<file path="src/rtl/flash_cmd_pkg.sv">
`timescale 1ns/1ps
package flash_cmd_pkg;
    localparam logic [7:0] CMD_READ_ARRAY   = 8'hFF;
    localparam logic [7:0] CMD_READ_STATUS  = 8'h70;
    localparam logic [7:0] CMD_CLEAR_STATUS = 8'h50;
    localparam logic [7:0] CMD_READ_ID      = 8'h90;
    localparam logic [7:0] CMD_PROG_SETUP   = 8'h40;
    localparam logic [7:0] CMD_ERASE_SETUP  = 8'h20;
    localparam logic [7:0] CMD_CONFIRM      = 8'hD0;
    localparam logic [7:0] CMD_SUSPEND      = 8'hB0;

    localparam int ST_READY = 7;
    localparam int ST_SUSP  = 6;
    localparam int ST_EERR  = 5;
    localparam int ST_PERR  = 4;

    typedef enum logic [2:0] {
        S_IDLE,
        S_PSETUP,
        S_ESETUP,
        S_PBUSY,
        S_EBUSY,
        S_ESUSP
    } op_state_t;

    typedef enum logic [1:0] {
        RM_ARRAY,
        RM_STATUS,
        RM_ID
    } rd_mode_t;
endpackage

</file>
<file path="src/rtl/flash_bus_sync.sv">
`timescale 1ns/1ps
module flash_bus_sync #(
    parameter int ADDR_W = 8,
    parameter int DATA_W = 8
) (
    input  logic              clk,
    input  logic              rst_n,
    input  logic              we_n,
    input  logic [ADDR_W-1:0] addr_in,
    input  logic [DATA_W-1:0] data_in,
    output logic              wr_evt,
    output logic [ADDR_W-1:0] wr_addr,
    output logic [DATA_W-1:0] wr_data
);
    logic we_q;

    always_ff @(posedge clk) begin
        if (!rst_n) we_q <= 1'b1;
        else        we_q <= we_n;
    end

    // strobe seen high now, low on the previous sample: rising edge
    assign wr_evt  = we_n & ~we_q;
    assign wr_addr = addr_in;
    assign wr_data = data_in;
endmodule

</file>
<file path="src/rtl/flash_op_timer.sv">
`timescale 1ns/1ps
module flash_op_timer #(
    parameter int CNT_W = 6
) (
    input  logic             clk,
    input  logic             rst_n,
    input  logic             load,
    input  logic [CNT_W-1:0] load_val,
    input  logic             dec,
    output logic             zero
);
    logic [CNT_W-1:0] cnt;

    always_ff @(posedge clk) begin
        if (!rst_n)                  cnt <= '0;
        else if (load)               cnt <= load_val;
        else if (dec && cnt != '0)   cnt <= cnt - 1'b1;
    end

    assign zero = (cnt == '0);
endmodule

</file>
<file path="src/rtl/flash_rd_mux.sv">
`timescale 1ns/1ps
module flash_rd_mux
    import flash_cmd_pkg::*;
#(
    parameter int DATA_W = 8
) (
    input  logic              oe_n,
    input  rd_mode_t          mode,
    input  logic              id_sel,
    input  logic [DATA_W-1:0] arr_rdata,
    input  logic [DATA_W-1:0] sts,
    input  logic [DATA_W-1:0] mfr_code,
    input  logic [DATA_W-1:0] dev_code,
    output logic [DATA_W-1:0] rdata
);
    always_comb begin
        if (oe_n) begin
            rdata = '0;
        end else begin
            unique case (mode)
                RM_ARRAY:  rdata = arr_rdata;
                RM_STATUS: rdata = sts;
                RM_ID:     rdata = id_sel ? dev_code : mfr_code;
                default:   rdata = '0;
            endcase
        end
    end
endmodule

</file>
<file path="src/rtl/flash_cmd_fsm.sv">
`timescale 1ns/1ps
module flash_cmd_fsm
    import flash_cmd_pkg::*;
#(
    parameter int         ADDR_W    = 8,
    parameter int         PROG_CYC  = 8,
    parameter int         ERASE_CYC = 40,
    parameter int         BOOT_BLK  = 3,
    parameter logic [7:0] MFR_CODE  = 8'hA7,
    parameter logic [7:0] DEV_CODE  = 8'h3C
) (
    input  logic              clk,
    input  logic              rst_n,
    input  logic              boot_unlock,
    input  logic [ADDR_W-1:0] addr,
    input  logic [7:0]        wdata,
    input  logic              we_n,
    input  logic              oe_n,
    input  logic [7:0]        arr_rdata,
    output logic [7:0]        rdata,
    output logic [ADDR_W-1:0] arr_addr,
    output logic [7:0]        arr_wdata,
    output logic              arr_prog,
    output logic              arr_erase
);
    localparam int DATA_W   = 8;
    localparam int BLK_BITS = 2;
    localparam int MAX_CYC  = (PROG_CYC > ERASE_CYC) ? PROG_CYC : ERASE_CYC;
    localparam int CNT_W    = $clog2(MAX_CYC + 1);
    localparam logic [CNT_W-1:0] PROG_LOAD  = CNT_W'(PROG_CYC - 1);
    localparam logic [CNT_W-1:0] ERASE_LOAD = CNT_W'(ERASE_CYC - 1);

    op_state_t         state;
    rd_mode_t          rd_mode;
    logic              perr, eerr;
    logic [ADDR_W-1:0] cap_addr;
    logic [7:0]        cap_data;
    logic              wr_evt;
    logic [ADDR_W-1:0] wr_addr;
    logic [7:0]        wr_data;
    logic              tmr_load, tmr_dec, tmr_zero;
    logic [CNT_W-1:0]  tmr_val;
    logic              tgt_locked, susp_req;
    logic [7:0]        sts;

    flash_bus_sync #(.ADDR_W(ADDR_W), .DATA_W(DATA_W)) u_sync (
        .clk     (clk),
        .rst_n   (rst_n),
        .we_n    (we_n),
        .addr_in (addr),
        .data_in (wdata),
        .wr_evt  (wr_evt),
        .wr_addr (wr_addr),
        .wr_data (wr_data)
    );

    flash_op_timer #(.CNT_W(CNT_W)) u_timer (
        .clk      (clk),
        .rst_n    (rst_n),
        .load     (tmr_load),
        .load_val (tmr_val),
        .dec      (tmr_dec),
        .zero     (tmr_zero)
    );

    // control decode feeding the timer
    always_comb begin
        tgt_locked = (wr_addr[ADDR_W-1 -: BLK_BITS] == BLK_BITS'(BOOT_BLK)) && !boot_unlock;
        susp_req   = wr_evt && (wr_data == CMD_SUSPEND);
        tmr_load   = 1'b0;
        tmr_val    = '0;
        if (state == S_PSETUP && wr_evt && !tgt_locked) begin
            tmr_load = 1'b1;
            tmr_val  = PROG_LOAD;
        end else if (state == S_ESETUP && wr_evt && wr_data == CMD_CONFIRM && !tgt_locked) begin
            tmr_load = 1'b1;
            tmr_val  = ERASE_LOAD;
        end
        tmr_dec = (state == S_PBUSY) || (state == S_EBUSY && !susp_req);
    end

    // state register and command context
    always_ff @(posedge clk) begin
        if (!rst_n) begin
            state    <= S_IDLE;
            rd_mode  <= RM_ARRAY;
            perr     <= 1'b0;
            eerr     <= 1'b0;
            cap_addr <= '0;
            cap_data <= '0;
        end else begin
            unique case (state)
                S_IDLE: begin
                    if (wr_evt) begin
                        unique case (wr_data)
                            CMD_READ_ARRAY:   rd_mode <= RM_ARRAY;
                            CMD_READ_STATUS:  rd_mode <= RM_STATUS;
                            CMD_READ_ID:      rd_mode <= RM_ID;
                            CMD_CLEAR_STATUS: begin perr <= 1'b0; eerr <= 1'b0; end
                            CMD_PROG_SETUP:   state <= S_PSETUP;
                            CMD_ERASE_SETUP:  state <= S_ESETUP;
                            default: ;
                        endcase
                    end
                end
                S_PSETUP: begin
                    if (wr_evt) begin
                        rd_mode <= RM_STATUS;
                        if (tgt_locked) begin
                            perr  <= 1'b1;
                            state <= S_IDLE;
                        end else begin
                            cap_addr <= wr_addr;
                            cap_data <= wr_data;
                            state    <= S_PBUSY;
                        end
                    end
                end
                S_ESETUP: begin
                    if (wr_evt) begin
                        rd_mode <= RM_STATUS;
                        if (wr_data != CMD_CONFIRM || tgt_locked) begin
                            eerr  <= 1'b1;
                            state <= S_IDLE;
                        end else begin
                            cap_addr <= wr_addr;
                            state    <= S_EBUSY;
                        end
                    end
                end
                S_PBUSY: begin
                    if (tmr_zero) state <= S_IDLE;
                end
                S_EBUSY: begin
                    if (susp_req) begin
                        state   <= S_ESUSP;
                        rd_mode <= RM_STATUS;
                    end else if (tmr_zero) begin
                        state <= S_IDLE;
                    end
                end
                S_ESUSP: begin
                    if (wr_evt) begin
                        unique case (wr_data)
                            CMD_READ_ARRAY:   rd_mode <= RM_ARRAY;
                            CMD_READ_STATUS:  rd_mode <= RM_STATUS;
                            CMD_READ_ID:      rd_mode <= RM_ID;
                            CMD_CLEAR_STATUS: begin perr <= 1'b0; eerr <= 1'b0; end
                            CMD_CONFIRM: begin
                                state   <= S_EBUSY;
                                rd_mode <= RM_STATUS;
                            end
                            default: ;
                        endcase
                    end
                end
                default: state <= S_IDLE;
            endcase
        end
    end

    // output pulses toward the array
    always_ff @(posedge clk) begin
        if (!rst_n) begin
            arr_prog  <= 1'b0;
            arr_erase <= 1'b0;
        end else begin
            arr_prog  <= (state == S_PBUSY) && tmr_zero;
            arr_erase <= (state == S_EBUSY) && tmr_zero && !susp_req;
        end
    end

    always_comb begin
        sts           = '0;
        sts[ST_READY] = !(state == S_PBUSY || state == S_EBUSY);
        sts[ST_SUSP]  = (state == S_ESUSP);
        sts[ST_EERR]  = eerr;
        sts[ST_PERR]  = perr;
    end

    assign arr_addr  = cap_addr;
    assign arr_wdata = cap_data;

    flash_rd_mux #(.DATA_W(DATA_W)) u_rdmux (
        .oe_n      (oe_n),
        .mode      (rd_mode),
        .id_sel    (addr[0]),
        .arr_rdata (arr_rdata),
        .sts       (sts),
        .mfr_code  (MFR_CODE),
        .dev_code  (DEV_CODE),
        .rdata     (rdata)
    );
endmodule

</file>
<file path="config.mk">
export PLATFORM = sky130hd
export DESIGN_NAME = flash_cmd_fsm
export DESIGN_NICKNAME = d
export VERILOG_FILES = /design/src/rtl/flash_cmd_pkg.sv /design/src/rtl/flash_bus_sync.sv /design/src/rtl/flash_op_timer.sv /design/src/rtl/flash_rd_mux.sv /design/src/rtl/flash_cmd_fsm.sv
export SDC_FILE = /design/constraint.sdc
export NUM_CORES = 1
export LEC_CHECK = 0
export CAP_MARGIN = 25
export CORE_AREA = 2 2 69 71
export CTS_CLUSTER_SIZE = 10
export DETAILED_ROUTE_END_ITERATION = 8
export DIE_AREA = 0 0 71 73
export PLACE_DENSITY = 0.89
export SLEW_MARGIN = 20
export SYNTH_ARGS = -nofsm -noshare
export SYNTH_HDL_FRONTEND = slang
export SYNTH_HIERARCHICAL = 1
export SYNTH_SLANG_ARGS = --single-unit
export TNS_END_PERCENT = 1
</file>
<file path="constraint.sdc">
create_clock -name clk -period 6.9 [get_ports clk]
set_input_delay 1.38 -clock clk [delete_from_list [all_inputs] [get_ports clk]]
set_output_delay 1.38 -clock clk [all_outputs]
set_load 0.05 [all_outputs]
</file>
After elaboration in Yosys (flattened, before gate mapping)

Cells that the tools add are included.

Add/subtract/negate cells: 1
Eq/ne operators: 33
Muxes and demuxes: 40
Bitwise operators: 3
Reductions and logical operators: 37

Operators with widths:

| kind                 | number |
|---|---|
| $mux W8              | 6 |
| $eq A8 B8 Y1 const B | 4 |
| $eq A8 B7 Y1 const B | 3 |
| $mux W3              | 8 |
| $mux W6              | 4 |
| $pmux W8 S3          | 1 |
| $ne A2 B2 Y1 const B | 9 |
| $pmux W3 S6          | 1 |
| $pmux W8 S2          | 1 |
| $reduce_and A5 Y1    | 3 |
| $logic_and A1 B1 Y1  | 12 |
| $pmux W2 S3          | 2 |
| $mux W2              | 5 |
| $eq A8 B6 Y1 const B | 1 |
| $mux W1              | 8 |
| $ne A2 B1 Y1 const B | 4 |
| $ne A4 B4 Y1 const B | 2 |
| $ne A8 B8 Y1 const B | 1 |
| $pmux W2 S4          | 1 |
| $reduce_bool A2 Y1   | 4 |
| $reduce_and A7 Y1    | 1 |
| $eq A3 B2 Y1 const B | 2 |
| $eq A3 B3 Y1 const B | 2 |
| $logic_not A6 Y1     | 1 |
| other kinds (18)     | 28 |

Register bits after elaboration: 32
Bits of input ports: 29

Longest topological paths before layout

Gate-level depths: netlist of the first run.

Word-level depth: 9
Depth in mapped cells: 11
Gate-level depth less buffers: 9

Modules after synthesis

The synthesis of the first run kept the hierarchy.

Modules (own cells, without submodules):

| module         | instances | cells an instance | area an instance (um2) |
|---|---|---|---|
| flash_cmd_fsm  | 1         | 177               | 1501.4 |
| flash_op_timer | 1         | 42                | 374.1 |
| flash_rd_mux   | 1         | 30                | 305.3 |
| flash_bus_sync | 1         | 19                | 160.2 |

Least setup slack after synthesis of the first run

No wires, ideal clock.

Kind: input -> output
From: input oe_n
To: output rdata[0]
Arrival: 2.404 ns
Required time: 5.520 ns
Setup slack: 3.116 ns
Cell stages on the path: 3
Path buffers: 1
Cell sequence: or3b_1 > buf_6 > o22ai_2

Cells in the longest elaborated chain, start to end: 1

Ends and longest elaborated chain:

| what        | line                | text |
|---|---|---|
| from (decl) | flash_cmd_fsm.sv:18 | `input logic oe_n,` |
| $mux W8     | flash_rd_mux.sv:17  | `if (oe_n) begin` |
| to (decl)   | flash_cmd_fsm.sv:20 | `output logic [7:0] rdata,` |

Every way passes these cells.

Worst setup path in the final report of the first run

From: input oe_n
To: output rdata[7]

The elaborated chain is that of the path after synthesis.

==> results of run 1 <==
## report_power, final
| group | switching, mW | leakage [nW] | internal (mW) |
|---|---|---|---|
| logic | 0.0332 | 0.805 | 0.0279 |
| clock network | 0.0695 | 0.0455 | 0.0813 |
| registers | 0.000368 | 0.258 | 0.185 |
| total | 0.103 | 1.11 | 0.294 |
## routing by layer
metal,GRT usage [%],up-vias
met1,26.80,944
met4,6.918,0
met2,34.16,77
met3,4.144,6
li1,-,1026
met5,0,-
## metrics by stage
step,utilization [%],hold slack (ps)
floorplan,-,436.6
global placement,60.97,457.1
detailed placement,60.97,464.4
CTS,62.95,479.9
global route,62.95,517.3
finish,62.95,477.1
## cell usage in the layout, fill, tap and decap left out, drive strengths merged, types with 2 or more instances in the layout
| cell type | Yosys | layout |
|---|---|---|
| or3 | 3 | 3 |
| clkdlybuf4s50 | 0 | 54 |
| nor3 | 5 | 5 |
| dfxtp | 32 | 32 |
| nor3b | 3 | 3 |
| nand3 | 7 | 7 |
| and3 | 9 | 9 |
| xnor2 | 2 | 2 |
| nand2 | 16 | 16 |
| clkbuf | 7 | 8 |
| o22ai | 9 | 9 |
| nor2b | 4 | 4 |
| o21a | 10 | 10 |
| a21oi | 14 | 14 |
| a31oi | 3 | 3 |
| inv | 8 | 8 |
| or4b | 3 | 3 |
| a21boi | 8 | 8 |
| a311oi | 2 | 2 |
| nor2 | 24 | 24 |
| nand4 | 2 | 2 |
| o21ai | 11 | 11 |
| and2 | 3 | 3 |
| nor4 | 2 | 2 |
| mux2i | 27 | 27 |
| ha | 2 | 2 |
| conb | 2 | 22 |
## synthesized netlist by cell type (2+ instances only)
| library cell | n | area, µm² |
|---|---|---|
| sky130_fd_sc_hd__a21oi_1 | 13 | 65.06 |
| sky130_fd_sc_hd__o21a_1 | 10 | 75.07 |
| sky130_fd_sc_hd__a21boi_1 | 8 | 60.06 |
| sky130_fd_sc_hd__nor2b_1 | 3 | 18.77 |
| sky130_fd_sc_hd__nor3b_1 | 3 | 22.52 |
| sky130_fd_sc_hd__o21ai_0 | 10 | 50.05 |
| sky130_fd_sc_hd__nor2_1 | 24 | 90.09 |
| sky130_fd_sc_hd__dfxtp_1 | 32 | 640.6 |
| sky130_fd_sc_hd__mux2i_1 | 27 | 270.3 |
| sky130_fd_sc_hd__buf_4 | 18 | 135.1 |
| sky130_fd_sc_hd__nand2_1 | 15 | 56.30 |
| sky130_fd_sc_hd__and2_1 | 3 | 18.77 |
| sky130_fd_sc_hd__or4b_4 | 2 | 27.53 |
| sky130_fd_sc_hd__xnor2_1 | 2 | 17.52 |
| sky130_fd_sc_hd__nor3_1 | 4 | 20.02 |
| sky130_fd_sc_hd__ha_1 | 2 | 25.02 |
| sky130_fd_sc_hd__inv_1 | 7 | 26.28 |
| sky130_fd_sc_hd__conb_1 | 2 | 7.510 |
| sky130_fd_sc_hd__clkbuf_4 | 2 | 15.01 |
| sky130_fd_sc_hd__o22ai_2 | 8 | 100.1 |
| sky130_fd_sc_hd__buf_2 | 2 | 10.01 |
| sky130_fd_sc_hd__clkbuf_1 | 5 | 18.77 |
| sky130_fd_sc_hd__and3_1 | 8 | 50.05 |
| sky130_fd_sc_hd__a31oi_1 | 3 | 18.77 |
| sky130_fd_sc_hd__nand3_1 | 7 | 35.03 |
| sky130_fd_sc_hd__or3_1 | 3 | 18.77 |
| sky130_fd_sc_hd__buf_6 | 6 | 67.56 |
## cells by family after synthesis
group           Yosys count
simple gates             90
mux                      28
flops                    32
xor+xnor                  3
compound gates           69
other cells               2
fa+ha+maj                 2
buf+inv                  42
## final cells by class
cell class / instances / area, µm²
Clock buffer: 8 / 90.09
Fill cell: 401 / 1680
Multi-Input combinational cell: 214 / 1486
Timing Repair Buffer: 54 / 540.5
Tap cell: 54 / 67.56
Sequential cell: 32 / 640.6
Inverter: 8 / 30.03
## state kept, by name, indices dropped and copies added (netlist names)
register and count:
arr_wdata 8, perr 1, u_sync/we_q 1, arr_addr 8, arr_erase 1, arr_prog 1
u_timer/cnt 6, state 3, rd_mode 2, eerr 1
## how the worst max path moves through the flow
stage	startpoint	to	slack [ps]
6_report	oe_n	rdata[7]	2100
2_1_floorplan	oe_n	rdata[0]	3120
3_5_place_dp	oe_n	rdata[2]	2110
4_1_cts	oe_n	rdata[2]	2100
5_1_grt	oe_n	rdata[1]	2030
3_3_place_gp	oe_n	rdata[7]	2150
## worst max-delay path: cells and delay by family
kind | cells | cell delay [ps]
AO/OA/AOI/OAI | 1 | 240
buffers and inverters | 2 | 1230
AND/OR/NAND/NOR | 1 | 570
==> flow_results.org, run 1 <==
** Outcome
- The flow ran to the end, and the final reports show no timing, DRC or antenna violations.

** Clock network
- Clk sinks :: 32
- Clock tree synthesis inserted a total of 5 buffers.
- Clk Latency, worst-skew pair :: 290 ps
- The H-tree was split into 2 levels.
- TritonCTS built the clock tree.
- Post-cts resize count :: 0
- Cell at the root of the clock tree :: sky130_fd_sc_hd__clkbuf_8
- In this run the deepest clock path goes through 2 buffers.
- Clock-pin slew was measured on the worst setup and hold paths at 60 ps.
- Post-CTS Hold Fix Bufs :: 0
- Once the clock tree was built, the setup fixing pass inserted 0 buffers.

** Drt
- Final routed DRC violation total :: 0
- For this block, wires on met1 add up to approximately 2300 µm.
- The detailed router used layers up to and including met4.
- Total detailed-routing wirelength :: about 5200 µm
- First-pass iteration count of the detailed router :: 4
- Number of violations reported at the end of detailed-routing iteration 0 :: 58
- Routed via count :: 2053
- Routed wire length per instance :: roughly 14 µm
- Routed met2 length :: 2516 µm
- Avg Vias per Cell :: ~5.5
- Wire length on met3 :: roughly 330 µm
- Remaining number of nets flagged by the antenna check after routing :: 0

** STA
- For the pin with the worst max-slew slack, the measured transition is about 690 ps.
- Setup repair after global routing left no endpoint under its margin.
- Least setup slack across all paths after layout :: about 2100 ps
- The number of max-slew violations in the final report is 0.
- Peak Freq :: approximately 210 MHz
- After layout, the minimum clock period comes to around 4800 ps.
- Setup violations remaining at the end of the flow were counted as 0.
- Fin Clk Skew :: about 12 ps
- Worst slew margin relative to its limit :: between 50 and 60%
- For the final routed database, the setup TNS stands at 0 ps.
- Of the available clock period, the critical path in the final layout requires a little over two thirds.
- Final count of hold timing violations :: 0

** Global route
- Summed over all layers, the global routing overflow is 0.
- Pin count of the biggest net entering global routing :: 29
- Vias in the first global route :: about 1800
- Global-route total usage across every layer :: between 20% and 30%
- The initial antenna violation count is 0.
- The first global-routing pass estimated 8521 µm of wire.

** Logic synthesis
- Post-Synth Adder-Cell Area :: approximately 1.1%
- The share of the Yosys chip area taken by registers is between 20% and 30%.
- Counting distinct cell types in the post-synthesis netlist gives between 60 and 70.
- In the synthesized netlist the async set-or-reset flop fraction comes to 0%.
- The mapped netlist covers ~2300 µm².
- By area, the combinational part of the netlist is dominated by compound AO/OA/AOI/OAI gates.
- Multiplexer fraction of the synthesized cell area :: about an eighth
- After Yosys synthesis, XOR and XNOR cells account for roughly 1.1% of the synthesized area.
- Register bit count reported by yosys :: 32
- Number of enable-type register cells in the synthesized netlist :: 0
- Simple-gate share of the synthesized area :: 22.77%
- Dominant synthesized flop cell :: sky130_fd_sc_hd__dfxtp_1
- Per-instance average area after synthesis :: ~8.7 µm²
- Warnings, synthesis :: 6
- The cell count after synthesis came out at approximately 270.
- Summing the areas of all compound-gate instances in the mapped netlist gives between 20% and 30% of the synthesized area.

** Worst setup path
- Highest fanout seen on the critical path :: 8
- Reg2reg end :: u_timer/cnt[5]
- Most frequent cell on the critical path :: sky130_fd_sc_hd__clkdlybuf4s50_1
- The worst setup path is launched from an input pin.
- In this design, the stage delay of the slowest critical-path cell is 820 ps.
- CP Data Required Time :: 5520 ps
- List of cells traversed by the critical path :: clkdlybuf4s50_1 -> or3b_1 -> o22ai_2 -> clkdlybuf4s50_1
- Setup slack on the worst reg-to-reg path comes out at 4390 ps.
- The startpoint identified for the worst register-to-register timing path is state[1].
- The number of cells on the worst reg-to-reg path is 6.
- Arrival time of the worst setup path :: between 3000 and 4000 ps
- Slowest cell on the critical path :: sky130_fd_sc_hd__clkdlybuf4s50_1
- Kind of end point of the critical path :: output port
- The critical path is of the in2out type.

** Place
- Buffers on Ports :: 54
- Placement-stage worst setup slack :: between 2000 and 2500 ps
- Routability-driven placement finished with a final weighted congestion of about 0.88.
- Final HPWL DP :: ~3700 µm
- Cell Count Post-Placement :: approximately 360
- Summing all placed instances gives a cell area of 2765 µm².

** Hold path
- The worst hold path was traced through 2 stages.
- Tightest Hold Check Type :: reg2reg
- Start point of the worst min-delay path :: eerr
- Min-Delay Endpoint :: eerr

** Power and ir drop
- Power per unit of standard cell area :: approximately 140 nW/µm²
- Post-route total power :: 0.3973 mW
- The analysis attributes to cell leakage a power of between 1 and 1.5 nW.
- VDD sags by at most approximately 0.090 mV.

** Die
- The die covers roughly 5200 µm².
- Effective utilization at floorplan :: between 50% and 60%
- between 50 and 60 I/O pins were placed.
- In this run the standard cell core region covers roughly 4500 µm².
- Chip Height :: between 70 and 80 µm
- The floorplan has 25 rows.
- In this run the horizontal extent of the chip is ~70 µm.

** Finish
- The area growth from synthesis to layout is 21.97%.
- Share of post-route cells with drive strength above 1 :: 8.861%
- Post-route non-filler standard cell count :: 370
- Net count, final :: between 300 and 400
- After routing the design area is 2855 µm².
- Ant diodes :: 0

** Run
- Max capacitance violation total :: 0
Note: power is estimated with default switching activity, not from simulation.
==> inputs of run 2 (changes only) <==
Settings changed: CORE_AREA 2 2 69 71 to 2 2 72 74, DIE_AREA 0 0 71 73 to 0 0 74 76, PLACE_DENSITY 0.89 to 0.83.
Clock period 6.9 ns to 4.91 ns, I/O delays scaled along.
==> run 2 against run 1 <==
Net effect: cell count is 4.6% higher; flip-flop and latch count did not move; critical endpoint is now rdata[3]; setup slack lost 1200 ps; global-route usage shrank 2.4 points.
==> flow_results.org, run 2 (synthesized netlist as in run 1, its figures left out) <==
** Hold path
- Tightest Hold Check Type :: reg2reg
- Hold path depth :: 2 (unchanged)

** Place
- The HPWL after detailed placement is 3611 µm (-3.5%).
- Final weighted congestion of routability-driven global placement :: 0.8623 (-2.3%)
- Buffers on Ports :: 54 (unchanged)

** Power and ir drop
- The share of total power consumed by net switching came to 24.97% (-0.97 points).
- The static power due to leakage came to 1.123 nW (+1.4%).
- Net switching power :: 0.1413 mW (+37%)
- Internal power :: 0.4244 mW (+44%)
- The portion of total power attributed to the clock network came to 38.8% (+0.9 points).
- Power per unit of standard cell area :: 195.3 nW/µm² (+40%)
- The worst voltage drop across the vdd grid was 0.1452 mV (+61%).
- Proportion of power drawn by combinational gates :: 15.1% (-0.3 points)
- The register share of total power was 46.1% (-0.6 points).
- The total power is 0.5657 mW (+42%).

** STA
- The number of max-slew violations in the final report is 0 (unchanged).
- Fin Clk Skew :: 9.375 ps (-2.429 ps)
- Setup_tns :: 0 ps (unchanged)
- Final count of hold timing violations :: 0 (unchanged)
- The count of endpoints failing setup in the final report came to 0 (unchanged).
- The clock period could shrink to 3992 ps.
- Transition time of the tightest slew-check pin :: 656.4 ps (-31.82 ps)
- Peak Freq :: ~250 MHz
- The headroom to the max-slew limit was 55.91% (+1.9 points).
- RSZ-0062 raised after global routing :: false
- After layout, the worst path uses between 80% and 90% of the clock period.

** Clock network
- Clock buffer depth :: 2 (unchanged)
- Post-CTS setup buffers :: 0 (unchanged)
- TritonCTS built the clock tree.
- Post-CTS Hold Fix Bufs :: 0 (unchanged)
- Clk Latency, worst-skew pair :: 290 ps (about the same)
- Clk sinks :: 32 (unchanged)
- The clock-pin slew on the worst setup and hold paths was 60 ps (about the same).
- Number of buffers inserted during clock tree synthesis :: 5 (unchanged)
- Deepest level of the CTS H-tree :: 2 (unchanged)
- Cell at the root of the clock tree :: sky130_fd_sc_hd__clkbuf_8
- Post-cts resize count :: 0 (unchanged)

** Outcome
- The flow ran to the end, and the final reports show no timing, DRC or antenna violations.

** Drt
- Final routed DRC violation total :: 0 (unchanged)
- The post-detailed-route wirelength per cell was 12.65 µm (-10%).
- Total detailed-routing wirelength :: 4895 µm (-6.3%)
- The number of nets with antenna violations after routing is 0 (unchanged).
- Routed via count :: 2007 (-2.2%)
- Number of violations reported at the end of detailed-routing iteration 0 :: 85 (+47%)
- The number of detailed-routing iterations run before antenna repair is 4 (unchanged).
- The number of vias per cell after detailed routing was 5.186 (-6.5%).

** Finish
- The multi-input gate area in the final layout is 1486 µm² (unchanged).
- Fillers :: 457 (+14%)
- Compared with the post-synthesis result, the final layout area differs by 23.73%.
- The top cell types in the final layout, fill and taps aside, are sky130_fd_sc_hd__clkdlybuf4s50_1 (54), sky130_fd_sc_hd__dfxtp_1 (32), sky130_fd_sc_hd__mux2i_1 (27).
- The number of inserted diodes came to 0 (unchanged).
- Area occupied by registers :: 640.6 µm² (unchanged)
- Share of post-route cells with drive strength above 1 :: 9.779% (+0.92 points)
- Commonest non-fill, non-tap cell in the layout :: sky130_fd_sc_hd__clkdlybuf4s50_1
- Net count, final :: 348 (+0.58%)

** Worst setup path
- The endpoint required time on the critical path is 3930 ps (-1590 ps).
- Worst reg2reg path startpoint :: state[0]
- STA classifies the critical path endpoint as an output port.
- Depth of the worst register-to-register path :: 8 (+2)
- The register-to-register setup slack was 2710 ps (-1680 ps).
- Reg2reg end :: u_timer/cnt[5]
- The maximum fanout along the worst path came to 8 (unchanged).
- Arrival time of the worst setup path :: 3010 ps (-410 ps)
- Setup CP Type :: in2out
- Endpoint of the most critical setup path :: rdata[3]
- Launch point of the critical path :: oe_n
- Nature of the critical path startpoint :: input pin

** Global route
- The wire length of the first global-routing pass was 8273 µm (-2.9%).
- The total routing resource utilization after global routing was 18.21% (-2.4 points).
- Vias in the first global route :: 1828 (+3.4%)
- Number of antenna violations at the first check in global routing :: 0 (unchanged)
- The aggregate global routing overflow is 0 (unchanged).
- Pin count of the biggest net entering global routing :: 29 (unchanged)

** Die
- Standard-cell row count :: 26 (+4.0%)
- Effective utilization at floorplan :: 47.66% (-4.0 points)
- Die outline area :: 5624 µm² (+8.5%)
- CORE AREA :: 4912 µm² (+8.3%)
- The floorplan die width came to 74 µm (+4.2%).
- The die boundary height was 76 µm (+4.1%).
- Ports :: 55 (unchanged)

** Run
- The max-capacitance violation count is 0 (unchanged).
## run 2: power by group through the flow
stage               Combinational [mW]  Clock [mW]  Sequential [mW]
finish                          0.0854       0.220            0.261
global route                    0.0926       0.233            0.260
CTS                             0.0852       0.225            0.260
detailed placement              0.0849           0            0.266
global placement                0.0837           0            0.266
floorplan                       0.0599           0            0.266
## run 2: how the worst min path moves through the flow
| stage | from | to |
|---|---|---|
| floorplan | eerr | eerr |
| global placement | rd_mode[1] | rd_mode[1] |
| detailed placement | eerr | eerr |
| CTS | eerr | eerr |
| global route | eerr | eerr |
| finish | perr | perr |
## run 2: stage by stage
| stage | utilization, % | cells | area (µm²) | hold slack (ps) | setup slack, ps |
|---|---|---|---|---|---|
| final | 58.97 | 387 | 2897 | 481.0 | 917.6 |
| after global routing | 58.97 | 387 | 2897 | 500.4 | 844.2 |
| after CTS | 58.97 | 387 | 2897 | 482.3 | 897.4 |
| after detailed placement | 57.00 | 380 | 2800 | 468.3 | 898.7 |
| after global placement | 57.00 | 380 | 2800 | 456.9 | 956.1 |
| after floorplan | - | 288 | 2416 | 436.6 | 1922 |
## run 2: cell type report
class,instances,area share (%)
repair buffers,56,19.18
inverters,8,1.037
clock buffers,7,3.326
multi-input cells,214,51.32
well taps,70,3.024
flip-flops and latches,32,22.12
## run 2: critical path, stage by stage
cell,delay (ps)
sky130_fd_sc_hd__clkdlybuf4s50_1,410
sky130_fd_sc_hd__or3b_1,570
sky130_fd_sc_hd__o22ai_2,230
sky130_fd_sc_hd__clkdlybuf4s50_1,820
## run 2: per-layer routing
| layer | vias to the layer above | GRT usage, % | routed length (µm) |
|---|---|---|---|
| met5 | - | 0 | 0 |
| met4 | 0 | 6.909 | 83 |
| met3 | 7 | 3.175 | 252 |
| met2 | 59 | 30.09 | 2317 |
| met1 | 915 | 23.20 | 2241 |
| li1 | 1026 | - | - |
